==> src/rtl/lmr_pkg.sv <==
package lmr_pkg;

    typedef enum logic [2:0] {
        TGT_RAM  = 3'd0,
        TGT_VGA  = 3'd1,
        TGT_BIOS = 3'd2,
        TGT_XROM = 3'd3,
        TGT_NONE = 3'd4
    } lmr_target_e;

    typedef enum logic [2:0] {
        WIN_VIDEO  = 3'd0,
        WIN_LEGACY = 3'd1,
        WIN_RAM    = 3'd2,
        WIN_ALIAS  = 3'd3,
        WIN_VOID   = 3'd4
    } lmr_window_e;

    typedef struct packed {
        logic avail;
        logic open;
        logic lock;
    } lmr_smram_t;

    localparam logic [1:0] TYPE_ROM    = 2'd0;
    localparam logic [1:0] TYPE_SHADOW = 2'd1;

endpackage

==> src/rtl/lmr_smram_ctrl.sv <==
module lmr_smram_ctrl
    import lmr_pkg::*;
(
    input  logic       clk,
    input  logic       rst_n,
    input  logic       op_open,
    input  logic       op_close,
    input  logic       set_open,
    input  logic       set_lock,
    output lmr_smram_t state_q,
    output logic       data_ok
);

    typedef struct packed {
        lmr_smram_t st;
    } ctrl_state_t;

    ctrl_state_t cur_q;
    ctrl_state_t cur_d;

    always_comb begin
        cur_d = cur_q;
        if (op_close) begin
            cur_d.st = '0;
        end else if (op_open) begin
            cur_d.st.avail = 1'b1;
            cur_d.st.open  = set_open;
            cur_d.st.lock  = set_lock;
        end
    end

    always_ff @(posedge clk or negedge rst_n) begin
        if (!rst_n) begin
            cur_q <= '0;
        end else begin
            cur_q <= cur_d;
        end
    end

    assign state_q = cur_q.st;
    assign data_ok = cur_q.st.avail & (cur_q.st.open | ~cur_q.st.lock);

endmodule

==> src/rtl/lmr_window_decode.sv <==
module lmr_window_decode
    import lmr_pkg::*;
#(
    parameter int ADDR_W     = 32,
    parameter int RAM_MB     = 16,
    parameter int BIOS_BYTES = 131072
) (
    input  logic [ADDR_W-1:0] addr,
    output lmr_window_e       window,
    output logic              upper_rom
);

    localparam int BIOS_BITS = $clog2(BIOS_BYTES);
    localparam logic [ADDR_W:0] RAM_TOP = (ADDR_W+1)'(RAM_MB) << 20;
    localparam logic [ADDR_W-18:0] VIDEO_TAG  = (ADDR_W-17)'(5);
    localparam logic [ADDR_W-19:0] LEGACY_TAG = (ADDR_W-18)'(3);

    logic in_video;
    logic in_legacy;
    logic in_ram;
    logic in_alias;

    always_comb begin
        in_video  = (addr[ADDR_W-1:17] == VIDEO_TAG);
        in_legacy = (addr[ADDR_W-1:18] == LEGACY_TAG);
        in_ram    = ({1'b0, addr} < RAM_TOP);
        in_alias  = &addr[ADDR_W-1:BIOS_BITS];
        upper_rom = addr[17];

        if (in_video) begin
            window = WIN_VIDEO;
        end else if (in_legacy) begin
            window = WIN_LEGACY;
        end else if (in_ram) begin
            window = WIN_RAM;
        end else if (in_alias) begin
            window = WIN_ALIAS;
        end else begin
            window = WIN_VOID;
        end
    end

endmodule

==> src/rtl/lmr_shadow_lookup.sv <==
module lmr_shadow_lookup #(
    parameter int REGIONS = 16
) (
    input  logic [17:0]          addr_lo,
    input  logic [2*REGIONS-1:0] rd_types,
    input  logic [2*REGIONS-1:0] wr_types,
    input  logic                 is_write,
    output logic [1:0]           type_code
);

    localparam int SEL_BITS = $clog2(REGIONS);

    logic [1:0] rd_code [REGIONS];
    logic [1:0] wr_code [REGIONS];
    logic [SEL_BITS-1:0] sel;

    for (genvar g = 0; g < REGIONS; g++) begin : g_region
        assign rd_code[g] = rd_types[2*g +: 2];
        assign wr_code[g] = wr_types[2*g +: 2];
    end

    always_comb begin
        sel       = addr_lo[17 -: SEL_BITS];
        type_code = is_write ? wr_code[sel] : rd_code[sel];
    end

endmodule

==> src/rtl/lmr_route_select.sv <==
module lmr_route_select
    import lmr_pkg::*;
#(
    parameter int ADDR_W     = 32,
    parameter int BIOS_BYTES = 131072,
    parameter int XROM_BYTES = 131072
) (
    input  logic [ADDR_W-1:0] addr,
    input  logic              is_write,
    input  logic              is_code,
    input  logic              smm,
    input  lmr_smram_t        smram,
    input  lmr_window_e       window,
    input  logic              upper_rom,
    input  logic              shadow_on,
    input  logic [1:0]        type_code,
    output lmr_target_e       target,
    output logic [ADDR_W-1:0] offset,
    output logic              ok,
    output logic              fault,
    output logic              ones
);

    localparam logic [ADDR_W-1:0] BIOS_MASK  = ADDR_W'(BIOS_BYTES - 1);
    localparam logic [ADDR_W-1:0] XROM_MASK  = ADDR_W'(XROM_BYTES - 1);
    localparam logic [ADDR_W-1:0] XROM_BASE  = ADDR_W'(BIOS_BYTES);
    localparam logic [ADDR_W-1:0] VIDEO_MASK = ADDR_W'(32'h1FFFF);

    logic        video_ram;
    lmr_target_e rom_tgt;
    logic [ADDR_W-1:0] rom_off;

    always_comb begin
        if (is_code) begin
            video_ram = smram.avail & (smram.open | smm);
        end else begin
            video_ram = smram.open | smm;
        end

        if (upper_rom) begin
            rom_tgt = TGT_BIOS;
            rom_off = addr & BIOS_MASK;
        end else begin
            rom_tgt = TGT_XROM;
            rom_off = (addr & XROM_MASK) + XROM_BASE;
        end
    end

    always_comb begin
        target = TGT_NONE;
        offset = '0;
        ok     = 1'b0;
        fault  = 1'b0;
        ones   = 1'b0;
        unique case (window)
            WIN_VIDEO: begin
                ok = 1'b1;
                if (video_ram) begin
                    target = TGT_RAM;
                    offset = addr;
                end else begin
                    target = TGT_VGA;
                    offset = addr & VIDEO_MASK;
                end
            end
            WIN_LEGACY: begin
                if (shadow_on) begin
                    if (type_code == TYPE_ROM) begin
                        if (!is_write) begin
                            target = rom_tgt;
                            offset = rom_off;
                            ok     = 1'b1;
                        end
                    end else if (type_code == TYPE_SHADOW) begin
                        target = TGT_RAM;
                        offset = addr;
                        ok     = 1'b1;
                    end else begin
                        fault = 1'b1;
                    end
                end else if (!is_write) begin
                    target = rom_tgt;
                    offset = rom_off;
                    ok     = 1'b1;
                end
            end
            WIN_RAM: begin
                target = TGT_RAM;
                offset = addr;
                ok     = 1'b1;
            end
            WIN_ALIAS: begin
                if (is_write) begin
                    fault = 1'b1;
                end else begin
                    target = TGT_BIOS;
                    offset = addr & BIOS_MASK;
                    ok     = 1'b1;
                end
            end
            default: begin
                fault = 1'b1;
                ones  = ~is_write;
            end
        endcase
    end

endmodule

==> src/rtl/legacy_mem_router.sv <==
module legacy_mem_router
    import lmr_pkg::*;
#(
    parameter int ADDR_W         = 32,
    parameter int RAM_MB         = 16,
    parameter int BIOS_BYTES     = 131072,
    parameter int XROM_BYTES     = 131072,
    parameter int SHADOW_REGIONS = 16
) (
    input  logic                        clk,
    input  logic                        rst_n,
    input  logic                        smram_open_op,
    input  logic                        smram_close_op,
    input  logic                        smram_open_val,
    input  logic                        smram_lock_val,
    input  logic                        shadow_on,
    input  logic [2*SHADOW_REGIONS-1:0] shadow_rd_types,
    input  logic [2*SHADOW_REGIONS-1:0] shadow_wr_types,
    input  logic [ADDR_W-1:0]           acc_addr,
    input  logic                        acc_write,
    input  logic                        acc_code,
    input  logic                        cpu_smm,
    output logic [2:0]                  route_target,
    output logic [ADDR_W-1:0]           route_offset,
    output logic                        route_ok,
    output logic                        route_fault,
    output logic                        route_ones,
    output logic                        smram_data_ok
);

    lmr_smram_t  smram_st;
    lmr_window_e window;
    logic        upper_rom;
    logic [1:0]  type_code;
    lmr_target_e target;

    lmr_smram_ctrl u_smram (
        .clk      (clk),
        .rst_n    (rst_n),
        .op_open  (smram_open_op),
        .op_close (smram_close_op),
        .set_open (smram_open_val),
        .set_lock (smram_lock_val),
        .state_q  (smram_st),
        .data_ok  (smram_data_ok)
    );

    lmr_window_decode #(
        .ADDR_W     (ADDR_W),
        .RAM_MB     (RAM_MB),
        .BIOS_BYTES (BIOS_BYTES)
    ) u_window (
        .addr      (acc_addr),
        .window    (window),
        .upper_rom (upper_rom)
    );

    lmr_shadow_lookup #(
        .REGIONS (SHADOW_REGIONS)
    ) u_shadow (
        .addr_lo   (acc_addr[17:0]),
        .rd_types  (shadow_rd_types),
        .wr_types  (shadow_wr_types),
        .is_write  (acc_write),
        .type_code (type_code)
    );

    lmr_route_select #(
        .ADDR_W     (ADDR_W),
        .BIOS_BYTES (BIOS_BYTES),
        .XROM_BYTES (XROM_BYTES)
    ) u_select (
        .addr      (acc_addr),
        .is_write  (acc_write),
        .is_code   (acc_code),
        .smm       (cpu_smm),
        .smram     (smram_st),
        .window    (window),
        .upper_rom (upper_rom),
        .shadow_on (shadow_on),
        .type_code (type_code),
        .target    (target),
        .offset    (route_offset),
        .ok        (route_ok),
        .fault     (route_fault),
        .ones      (route_ones)
    );

    assign route_target = target;

endmodule

==> config.mk <==
export PLATFORM = sky130hd
export DESIGN_NAME = legacy_mem_router
export DESIGN_NICKNAME = d
export VERILOG_FILES = /design/src/rtl/lmr_pkg.sv /design/src/rtl/lmr_smram_ctrl.sv /design/src/rtl/lmr_window_decode.sv /design/src/rtl/lmr_shadow_lookup.sv /design/src/rtl/lmr_route_select.sv /design/src/rtl/legacy_mem_router.sv
export SDC_FILE = /design/constraint.sdc
export NUM_CORES = 1
export LEC_CHECK = 0
export BUFFER_PORTS_ARGS = -buffer_cell sky130_fd_sc_hd__buf_2
export CELL_PAD_IN_SITES_DETAIL_PLACEMENT = 1
export CELL_PAD_IN_SITES_GLOBAL_PLACEMENT = 1
export CORE_MARGIN = 2
export CORE_UTILIZATION = 22
export DETAILED_ROUTE_END_ITERATION = 8
export GPL_ROUTABILITY_DRIVEN = 0
export PLACE_DENSITY_LB_ADDON = 0.1
export SYNTH_ARGS = -nofsm -noshare
export SYNTH_HDL_FRONTEND = slang
export SYNTH_SLANG_ARGS = --single-unit
export TNS_END_PERCENT = 50
==> constraint.sdc <==
create_clock -name clk -period 4.4 [get_ports clk]
set_clock_uncertainty 0.15 [all_clocks]
set_input_delay 0.22 -clock clk [delete_from_list [all_inputs] [get_ports clk]]
set_output_delay 0.22 -clock clk [all_outputs]
set_load 0.005 [all_outputs]
==> results of run 1 <==
[power breakdown]
group | leakage, nW | internal [mW] | switching (mW)
Sequential | 0.0390 | 0.0295 | 0.00118
Clock | 0.0228 | 0.0618 | 0.0180
Combinational | 1.03 | 0.0655 | 0.0541
[metrics by stage]
step | worst slack, ns | cells | area (sq um) | total power [mW] | util [%]
final | 1.48 | 353 | 1920 | 0.230 | 37.4
after global routing | 1.24 | 353 | 1920 | 0.250 | 37.4
after CTS | 1.40 | 353 | 1920 | 0.235 | 37.4
after detailed placement | 1.40 | 348 | 1870 | 0.151 | 36.3
after global placement | 1.44 | 348 | 1870 | 0.149 | 36.3
after floorplan | 2.18 | 157 | 1200 | 0.0951 | -
[final cells by class]
cell class / instances / area (sq um)
inverters: 5 / 18.8
fillers: 676 / 3220
multi-input cells: 133 / 997
repair buffers: 138 / 698
clock buffers: 4 / 45.0
well taps: 70 / 87.6
flip-flops and latches: 3 / 75.1
[worst max-delay path: stages]
cell and delay, ns:
buf_2 0.57, mux4_2 0.58, mux2_2 0.27, a22oi_1 0.25, a221o_2 0.23, a31oi_4 0.08
and3_1 0.24, buf_2 0.12
[logic make-up after synthesis]
kind of cell / after synthesis / synth area share [%]
AO/OA/AOI/OAI: 26 / 17.1
AND/OR/NAND/NOR: 70 / 32.8
other: 1 / 0.319
flip-flops: 3 / 6.38
buffers and inverters: 21 / 11.2
multiplexers: 29 / 32.2
[repair_timing]
action                    CTS  global route
hold buffers                1             0
buffers inserted            0             0
hold endpoints to repair    3             0
[cell usage after synthesis, types with 4 or more instances]
cell type	number	share of area, %
a21oi_1	4	1.7
a22oi_1	6	3.8
and2_1	16	8.5
and3_1	10	5.3
buf_4	9	5.7
inv_1	5	1.6
mux2i_1	21	18
mux4_2	7	13
nand2_1	9	2.9
nand3_1	9	3.8
nand4_1	6	3.2
nor2_1	10	3.2
[layer usage]
layer  routed length (microns)  global-route usage, %
met1                      1910                   17.9
met3                       505                   4.35
met4                        36                   3.04
met2                      2320                   27.6
met5                         0                      0
[cells in the final DEF, fill, tap and decap left out, types with 4 or more instances in the layout]
cell	count
nand2_1	9
and2_1	16
nand3_1	9
nor2_1	10
mux4_2	7
mux2i_1	21
conb_1	8
and3_1	10
nand4_1	6
buf_2	136
inv_1	5
a21oi_1	4
a22oi_1	6
[how the worst max path moves through the flow]
stage	start	end	slack [ns]
2_1_floorplan	acc_addr[14]	route_offset[11]	2.18
5_1_grt	acc_addr[14]	route_offset[12]	1.24
3_3_place_gp	acc_addr[14]	route_offset[6]	1.44
3_5_place_dp	acc_addr[14]	route_offset[2]	1.40
4_1_cts	acc_addr[14]	route_offset[2]	1.40
6_report	acc_addr[14]	route_offset[2]	1.48
==> impl_metrics.ini, run 1 <==
[worst_hold_path]
min_to = u_smram.state_q[1]$_DFFE_PN0P_
worstHoldPathType = primary input to flip-flop
min_from = smram_close_op
holdPathStages = 2

[cells_and_area]
antennaDiodeCount = 0
nNetsFinal = 390
largest_reg_flops = 3
synthToLayoutAreaGrowth_pct = 63.2
drive_above_1_share_pct = 54.4

[grt]
grt_use_total_pct = 15.3
grt_start_max_net_pins = 27
grt_pass1_wl_mm = 7.69
grt_pass1_vias = 1665
grt-ovfl-total = 0
antenna_found_initial = 0

[clock_tree]
clock_sinks = 3
cts_tree = done
cts-resized-gates = 0
insertion_delay_ns = 0.21
numCtsBuffers = 3
root_buffer = clkbuf_8
h-tree-depth = 1
clockBufferDepth = 2
path_clk_slew_ns = 0.03

[timing]
setup_viol = 0
slew_headroom_pct = 50.4
setup-tns-final_ns = 0
fin_crit_ns = 2.92
drv_slew = 0
grt_setup_unrepaired = no
hold_viol = 0
fmax_mhz = 342
tightest_slew_ns = 0.745
whs_ns = 0.0452
period_share_pct = 66.5

[worst_setup_path]
endpoint_kind = primary output
r2r-start = u_smram.state_q[1]$_DFFE_PN0P_
arrival_ns = 2.55
reg2reg_depth = 2
cp-start-kind = primary input
rr_endpoint = u_smram.state_q[1]$_DFFE_PN0P_
path_max_fanout = 26
required_ns = 4.03
reg2reg_slack_ns = 3.54
worstSetupPathType = primary input to primary output

[drt]
avgViaCountPerCell = 4.61
drtIter0Drc = 20
totalWireLength_mm = 4.77
drc = 0
vias = 1628
dr.pass1.iters = 4
avgRoutedWirePerCell_microns = 13.5
ant_nets = 0

[yosys]
ys_warn_count = 0
synth-seq-cells = 3
synth-edff-count = 0
synth_area_sq_mm = 0.00118
async_flop_share_pct = 100
syn_inst = 150
syn-mean-instance-area_sq_um = 7.85
ys_seq_area_share_pct = 6.38
synth.distinct_cells = 37
synth_ff_type = dfrtp_1

[floorplanning]
core_sq_mm = 0.00514
die_w_microns = 77.2
rows = 26
dieArea_sq_mm = 0.00595
fp.dieH_microns = 77.2
initial_core_util_pct = 22.9
top_level_ports = 145

[job]
cap_violations = 0

[pwr]
p_leak_nw = 1.09
ir_worst_vdd_mv = 0.140
power.density_mw_per_mm2 = 120

[placement]
io_buffers = 136
dpl.hpwl_mm = 4.07

[run_status]
status = finished clean
Note: power is estimated with default switching activity, not from simulation.
==> inputs of run 2 (changes only) <==
Settings changed: CORE_UTILIZATION 22 to 18.
Clock period 4.4 ns to 2.55 ns, I/O delays scaled along.
==> impl_metrics.ini, run 2 (synthesized netlist as in run 1, its figures left out) <==
[worst_setup_path]
path_max_fanout = 19
critical-path-top-delay-family = multiplexers
cpMaxStageDelayCell = mux4_2
required_ns = 2.27
critPathMostFrequentCell = buf_2
max_stage_delay_ns = 0.52
endpoint_kind = primary output
critPathBufInv = 3
cp_cell_sequence = buf_2, mux4_2, mux2_2, a22oi_1, a221o_2, a31oi_4, buf_12, and3_1, buf_2
worstSetupPathType = primary input to primary output
cp-start-kind = primary input
arrival_ns = 2.08

[timing]
fmax_mhz = 424
fin_crit_ns = 2.36
whs_ns = 0.0147
setup_viol = 0
grt_setup_unrepaired = yes
drv_slew = 0
period_share_pct = 92.6
hold_viol = 0

[pwr]
total_power_mw = 0.406
p_leak_nw = 1.12
ir_worst_vdd_mv = 0.322
power.density_mw_per_mm2 = 202

[clock_tree]
cts_tree = done
clockBufferDepth = 2
path_clk_slew_ns = 0.03
h-tree-depth = 1
root_buffer = clkbuf_8
insertion_delay_ns = 0.21
clock_sinks = 3
numCtsBuffers = 3

[drt]
avgViaCountPerCell = 4.47
drtIter0Drc = 23
drc = 0
avgRoutedWirePerCell_microns = 13.7
dr.pass1.iters = 4
ant_nets = 0
totalWireLength_mm = 4.99
vias = 1630

[floorplanning]
top_level_ports = 145
fp.dieH_microns = 84.9
die_w_microns = 84.9
core_sq_mm = 0.00635
rows = 29
initial_core_util_pct = 18.5
dieArea_sq_mm = 0.00720

[cells_and_area]
drive_above_1_share_pct = 55.6
fillers = 812
register_area_sq_um = 75.1
multi_input_area_sq_mm = 0.00101
layout_common_cells = 136 x buf_2, 21 x mux2i_1, 16 x and2_1, 10 x nor2_1, 10 x and3_1
nNetsFinal = 395
largest_reg_flops = 3
final_common_cell = buf_2
synthToLayoutAreaGrowth_pct = 70.5
antennaDiodeCount = 0

[grt]
grt-ovfl-total = 0
antenna_found_initial = 0
grt_pass1_wl_mm = 8.08
grt_use_total_pct = 13.3
grt_pass1_vias = 1746
grt_start_max_net_pins = 24

[placement]
dpl.hpwl_mm = 4.34
io_buffers = 136

[run_status]
status = finished clean

[job]
cap_violations = 0

[worst_hold_path]
worstHoldPathType = primary input to flip-flop
==> run 2: final timing paths <==
path,slack (ns),depth (start not counted),endpoint,start
min in group asynchronous,0.10,2,u_smram.state_q[0]$_DFFE_PN0P_,rst_n
max in group asynchronous,2.04,2,u_smram.state_q[1]$_DFFE_PN0P_,rst_n
setup reg to reg,1.71,2,u_smram.state_q[1]$_DFFE_PN0P_,u_smram.state_q[1]$_DFFE_PN0P_
setup / recovery,0.19,9,route_offset[12],acc_addr[14]
hold reg to reg,0.37,2,u_smram.state_q[0]$_DFFE_PN0P_,u_smram.state_q[0]$_DFFE_PN0P_
hold / removal,0.01,3,u_smram.state_q[1]$_DFFE_PN0P_,smram_open_val
==> run 2: through the flow <==
| step | cell area [sq um] | instances | util (%) | TNS, ns | setup slack, ns |
|---|---|---|---|---|---|
| finish | 2010 | 365 | 31.6 | 0 | 0.189 |
| global route | 2010 | 365 | 31.6 | -0.0103 | -0.0103 |
| CTS | 1980 | 364 | 31.1 | 0 | 0.123 |
| detailed placement | 1910 | 358 | 30.1 | 0 | 0.125 |
| global placement | 1910 | 358 | 30.1 | 0 | 0.152 |
| floorplan | 1200 | 157 | - | 0 | 0.513 |
==> run 2: cell type report <==
cell class	count	area share, %
multi-input combinational	133	50.2
timing repair buffer	143	38.0
tap	77	4.80
sequential	3	3.74
clock buffer	4	2.24
inverter	5	0.935
==> run 2: worst register-to-register path, stage by stage (launching register included) <==
cell,delay [ns]
dfrtp_1,0.39
mux2i_1,0.13
nor2_1,0.05
==> run 2: layer usage <==
| layer | wire [microns] | track usage (%) | vias to the layer above |
|---|---|---|---|
| li1 | - | - | 830 |
| met1 | 2080 | 15.7 | 721 |
| met2 | 2470 | 25.0 | 79 |
| met3 | 445 | 3.31 | 0 |
| met4 | 0 | 1.73 | 0 |
| met5 | 0 | 0 | - |
==> run 2: timing repair <==
action / 4_1_cts / 5_1_grt
endpoints found under the hold margin: 6 / 0
setup endpoints to repair: 0 / 22
resized for setup: 0 / 2
hold buffers: 2 / 0
setup buffers: 0 / 1
==> run 2: report_power, final <==
group	switching (mW)	leakage, nW	total (mW)	internal [mW]
Combinational	0.0966	1.06	0.216	0.119
Clock	0.0305	0.0228	0.137	0.107
Sequential	0.00208	0.0390	0.0529	0.0508
